## src/rtl/cm_pkg.sv

```systemverilog
package cm_pkg;
  // partial product slots: bit0 picks a half, bit1 picks b half
  typedef enum logic [1:0] {
    PP_LL = 2'd0,
    PP_HL = 2'd1,
    PP_LH = 2'd2,
    PP_HH = 2'd3
  } pp_idx_e;

  localparam int NUM_PP = 4;
endpackage

```

## src/rtl/cm_sub_mult.sv

```systemverilog
module cm_sub_mult #(
  parameter int W = 8
) (
  input  logic [W-1:0]   a_i,
  input  logic [W-1:0]   b_i,
  output logic [2*W-1:0] p_o
);
  assign p_o = {{W{1'b0}}, a_i} * {{W{1'b0}}, b_i};
endmodule

```

## src/rtl/cm_csa_row.sv

```systemverilog
module cm_csa_row #(
  parameter int W = 24
) (
  input  logic [W-1:0] x_i,
  input  logic [W-1:0] y_i,
  input  logic [W-1:0] z_i,
  output logic [W-1:0] sum_o,
  output logic [W-1:0] carry_o
);
  // carry_o is pre-shifted to its weight; carry out of the msb is dropped
  assign carry_o[0] = 1'b0;
  for (genvar i = 0; i < W; i++) begin : g_bit
    assign sum_o[i] = x_i[i] ^ y_i[i] ^ z_i[i];
    if (i < W - 1) begin : g_cy
      assign carry_o[i+1] = (x_i[i] & y_i[i]) | (x_i[i] & z_i[i]) | (y_i[i] & z_i[i]);
    end
  end
endmodule

```

## src/rtl/cm_cpa.sv

```systemverilog
module cm_cpa #(
  parameter int W = 24
) (
  input  logic [W-1:0] a_i,
  input  logic [W-1:0] b_i,
  output logic [W-1:0] s_o
);
  assign s_o = a_i + b_i;
endmodule

```

## src/rtl/composite_mult.sv

```systemverilog
module composite_mult
  import cm_pkg::*;
#(
  parameter int HALF_W  = 8,
  parameter bit OUT_REG = 1'b1
) (
  input  logic                clk_i,
  input  logic                rst_ni,
  input  logic [2*HALF_W-1:0] a_i,
  input  logic [2*HALF_W-1:0] b_i,
  output logic [4*HALF_W-1:0] product_o
);
  localparam int PP_W   = 2 * HALF_W;
  localparam int MID_W  = 3 * HALF_W;
  localparam int PROD_W = 4 * HALF_W;

  logic [1:0][HALF_W-1:0]      a_half, b_half;
  logic [NUM_PP-1:0][PP_W-1:0] pp;

  assign a_half = a_i;
  assign b_half = b_i;

  for (genvar g = 0; g < NUM_PP; g++) begin : g_pp
    localparam int AI = g % 2;
    localparam int BI = g / 2;
    cm_sub_mult #(.W(HALF_W)) u_mul (
      .a_i (a_half[AI]),
      .b_i (b_half[BI]),
      .p_o (pp[g])
    );
  end

  // operands of the 3n window, weight 2^n at bit 0
  logic [MID_W-1:0] op_ll_hi, op_hl, op_lh, op_hh;
  assign op_ll_hi = {{PP_W{1'b0}}, pp[PP_LL][PP_W-1:HALF_W]};
  assign op_hl    = {{HALF_W{1'b0}}, pp[PP_HL]};
  assign op_lh    = {{HALF_W{1'b0}}, pp[PP_LH]};
  assign op_hh    = {pp[PP_HH], {HALF_W{1'b0}}};

  logic [MID_W-1:0] s1, c1, s2, c2, mid_sum;

  cm_csa_row #(.W(MID_W)) u_csa0 (
    .x_i     (op_ll_hi),
    .y_i     (op_hl),
    .z_i     (op_lh),
    .sum_o   (s1),
    .carry_o (c1)
  );

  cm_csa_row #(.W(MID_W)) u_csa1 (
    .x_i     (s1),
    .y_i     (c1),
    .z_i     (op_hh),
    .sum_o   (s2),
    .carry_o (c2)
  );

  cm_cpa #(.W(MID_W)) u_cpa (
    .a_i (s2),
    .b_i (c2),
    .s_o (mid_sum)
  );

  logic [PROD_W-1:0] prod_next;
  assign prod_next = {mid_sum, pp[PP_LL][HALF_W-1:0]};

  if (OUT_REG) begin : g_reg
    always_ff @(posedge clk_i or negedge rst_ni) begin
      if (!rst_ni) product_o <= '0;
      else         product_o <= prod_next;
    end
  end else begin : g_comb
    assign product_o = prod_next;
  end
endmodule

```

## config.mk

```make
export PLATFORM = sky130hd
export DESIGN_NAME = composite_mult
export DESIGN_NICKNAME = d
export VERILOG_FILES = /design/src/rtl/cm_pkg.sv /design/src/rtl/cm_sub_mult.sv /design/src/rtl/cm_csa_row.sv /design/src/rtl/cm_cpa.sv /design/src/rtl/composite_mult.sv
export SDC_FILE = /design/constraint.sdc
export NUM_CORES = 1
export LEC_CHECK = 0
export BUFFER_PORTS_ARGS = -buffer_cell sky130_fd_sc_hd__buf_2
export CAP_MARGIN = 20
export CORE_MARGIN = 1
export CORE_UTILIZATION = 40
export DETAILED_ROUTE_END_ITERATION = 10
export GPL_TIMING_DRIVEN = 0
export PLACE_DENSITY_LB_ADDON = 0.08
export SLEW_MARGIN = 20
export SYNTH_ARGS = -nofsm -noshare
export SYNTH_HDL_FRONTEND = slang
export SYNTH_SLANG_ARGS = --single-unit
```

## constraint.sdc

```tcl
create_clock -name clk_i -period 0.8 [get_ports clk_i]
set_clock_uncertainty 0.1 [all_clocks]
set_input_delay 0.04 -clock clk_i [delete_from_list [all_inputs] [get_ports clk_i]]
set_output_delay 0.04 -clock clk_i [all_outputs]
set_load 0.01 [all_outputs]
```

==> impl_results.md <==
- Result of the run: finished, violations left
- Failing checks: hold timing, setup timing
- Die H: 164.3 um
- Number of max-slew violations in the final report: 0
- Placer congestion estimate: 0.8378
- Synth warnings: 0
- EDFF count, synth: 0
- Fraction of layout cells with a size suffix above 1: 26.57%
- Synth Cell Area: 10530 um2
- DR iter-0 viols: 290
- Cell at the root of the clock tree: sky130_fd_sc_hd__clkbuf_16
- Min Hold Slack: -0.2919 ns
- Die width: 164.3 um
- RSZ-0062 raised after global routing: true
- Synthesized area divided by synthesized cell count: 8.872 um2
- Syn Nets: 1558
- H-Tree Level Count: 2
- Cell types with the largest area share after synthesis: sky130_fd_sc_hd__fa_1, sky130_fd_sc_hd__ha_1, sky130_fd_sc_hd__and2_1
- Share of async-settable or async-resettable flops after synthesis: 100.0%
- Core region area: 25910 um2
- Inserted Clock Buffers: 5
- Clock-pin transition on the worst setup and hold timing paths: 0.06 ns
- Pin count of the biggest net entering global routing: 33
- Hold Vio Cnt, Final: 33
- Number of failing setup endpoints in the final timing report: 62
- Max transition margin: 50.34%
- Detailed Route WL: 28.27 mm
- Endpoint of the worst setup timing path: product_o[28]
- Count of boundary I/O pins: 66
- FF/Latch Area: 800.8 um2
- Commonest cells in the synthesized netlist: sky130_fd_sc_hd__inv_1, sky130_fd_sc_hd__ha_1, sky130_fd_sc_hd__fa_1
- Initial core utilization: 40.64%
- Most instantiated library cell after synthesis: sky130_fd_sc_hd__inv_1
- Layout area overhead: 30.89%
- Count of port buffers added during placement: 65
- Total DRC errors in the routed layout: 0
- Post-detailed-placement cell area: 11720 um2
- Setup slack after layout: -5.413 ns
- Number of filler instances in the final layout: 2426
- Multi-input gate area: 9724 um2
- Final total negative setup slack: -125.62 ns
- Placed wire-length estimate: 22.24 mm
- Capturing element type of the critical path: register
- Avg WL per Cell: 16.91 um
- Largest registers: product_o x32
- Initial antenna violation count: 1
- Post-detailed-route count of antenna-violating nets: 0
- CTS tree: yes
- Final #Nets: 1706
- Count of TritonRoute iterations in the first routing pass: 6
- Number of clock sinks: 32
- Top sig layer: met4
- Number of rows created at floorplan: 59
- Quantity of hold-fixing buffers added after cts: 1
- Via-per-instance ratio: 5.008
- Met2 wire length: 14.24 mm
- Post-Route M1 WL: 12.52 mm
- Distinct cells, synth: 63
- Worst endpoint required time: 0.91 ns
- Via count of the first global-routing pass: 8530
- Worst EP arrival: 6.32 ns
- Total routing resource utilization after global routing: 22.04%
- Class of the tightest hold or removal check: in2async
- Area share of the largest cell type after synthesis: 30.60%
- Register bit count reported by yosys: 32
- Reg with most FFs: product_o
- Synth area leader: sky130_fd_sc_hd__fa_1
- CTS max path bufs: 2
- Ys flop type: sky130_fd_sc_hd__dfrtp_1
- Area of the die: 26980 um2
- Synth Instances: 1187
- Startpoint kind of the worst setup timing path: input port
- Grt ovf: 0
- Vias after detailed routing: 8374
- Max-cap viol count: 0
- First-pass GRT wire length: 45.25 mm
- Critical path origin: a_i[1]
- Transition time of the tightest slew-check pin: 0.7450 ns
- Amount of wire on met3 after detailed routing: 1.091 mm
- Max FFs per register: 32
- Time the final worst path needs with I/O delays and setup: 6.213 ns
- Period utilisation layout: 776.7%
- Start-to-end type of the worst setup path: in2reg
- Share of the yosys chip area belonging to registers: 7.604%
- Worst-path fanout max: 5
- Fmax achieved: 0.1609 GHz
- Final Instance Area: 13780 um2
## worst min path at each step
stage / startpoint / end / slack (ns) / cells after the start
finish: rst_ni / product_o[15] / -0.29 / 1
global route: rst_ni / product_o[15] / -0.23 / 1
CTS: rst_ni / product_o[15] / -0.26 / 1
detailed placement: rst_ni / product_o[15] / 0.06 / 1
global placement: rst_ni / product_o[15] / 0.05 / 1
floorplan: rst_ni / product_o[0] / -0.36 / 0
## metal layers
| layer | vias up | global-route usage, % |
|---|---|---|
| li1 | 4006 | - |
| met1 | 4188 | 29.37 |
| met2 | 153 | 38.53 |
| met3 | 27 | 2.399 |
| met4 | 0 | 4.167 |
| met5 | - | 0 |
## timing repair
| action | in CTS | in global routing |
|---|---|---|
| pin swaps | 89 | 47 |
| gates cloned | 3 | 0 |
| hold endpoints to repair | 33 | 33 |
| setup buffers | 64 | 13 |
| gates resized for setup | 207 | 59 |
| setup endpoints to repair | 62 | 62 |
## metrics by stage
stage               utilization (%)  instances  setup WS, ns  hold slack [ns]
floorplan                         -       1187        -5.267          -0.3556
global placement              45.24       1587        -6.314          0.04886
detailed placement            45.24       1587        -6.343          0.06355
CTS                           51.94       1663        -5.366          -0.2580
global route                  53.19       1671        -5.654          -0.2268
finish                        53.20       1672        -5.413          -0.2919
## worst max-delay path, cell delays in order
cell and delay [ns]:
sky130_fd_sc_hd__buf_12 0.12, sky130_fd_sc_hd__clkbuf_16 0.15, sky130_fd_sc_hd__and2_4 0.14, sky130_fd_sc_hd__fa_1 0.56, sky130_fd_sc_hd__fa_1 0.45, sky130_fd_sc_hd__fa_1 0.50, sky130_fd_sc_hd__inv_1 0.05, sky130_fd_sc_hd__fa_1 0.48
sky130_fd_sc_hd__inv_2 0.05, sky130_fd_sc_hd__ha_4 0.23, sky130_fd_sc_hd__a21oi_2 0.12, sky130_fd_sc_hd__a21bo_4 0.25, sky130_fd_sc_hd__a41oi_2 0.20, sky130_fd_sc_hd__nand2b_1 0.12, sky130_fd_sc_hd__xnor2_2 0.28, sky130_fd_sc_hd__fa_1 0.47
sky130_fd_sc_hd__inv_2 0.08, sky130_fd_sc_hd__ha_4 0.20, sky130_fd_sc_hd__ha_4 0.25, sky130_fd_sc_hd__nor2b_4 0.13, sky130_fd_sc_hd__o31a_1 0.34, sky130_fd_sc_hd__o21bai_4 0.23, sky130_fd_sc_hd__a21oi_4 0.10, sky130_fd_sc_hd__o211ai_1 0.31
sky130_fd_sc_hd__a2111oi_2 0.09, sky130_fd_sc_hd__nor3_1 0.19, sky130_fd_sc_hd__xnor2_1 0.16
## layout by cell type, fill, tap and decap left out, drive strengths merged, types with 10 or more instances in the layout
cell type and n:
inv 234, ha 176, fa 161, and2 145, buf 141, nand2 129
xnor2 46, a21oi 39, clkbuf 38, dfrtp 32, nor2 31, o21ai 22
nor2b 15, xor2 14, a21o 13, nor3 12, nand3 10
## logic make-up (layout without fill, tap and decap cells)
family | after synthesis | in the layout | share of synthesized area (%)
buffers and inverters | 268 | 417 | 9.659
AOI/OAI and AO/OA | 121 | 121 | 7.948
xor gates and xnor gates | 60 | 60 | 5.061
DFF | 32 | 32 | 7.604
other | 0 | 1 | 0
and+or+nand+nor | 368 | 368 | 18.12
muxes | 1 | 1 | 0.09505
adders and majority gates | 337 | 337 | 51.51
## cell type report
| class | instances | share of cell area, % |
|---|---|---|
| Clock buffer | 5 | 0.9077 |
| Multi-Input combinational cell | 887 | 70.55 |
| Tap cell | 335 | 3.041 |
| Clock inverter | 3 | 0.3086 |
| Timing Repair Buffer | 141 | 8.587 |
| Buffer | 34 | 4.411 |
| Sequential cell | 32 | 5.809 |
| Antenna cell | 1 | 0.01815 |
| Inverter | 234 | 6.372 |
Power is not shown: default switching activity piles up to over one toggle a cycle in this logic, so the estimate is an artifact.
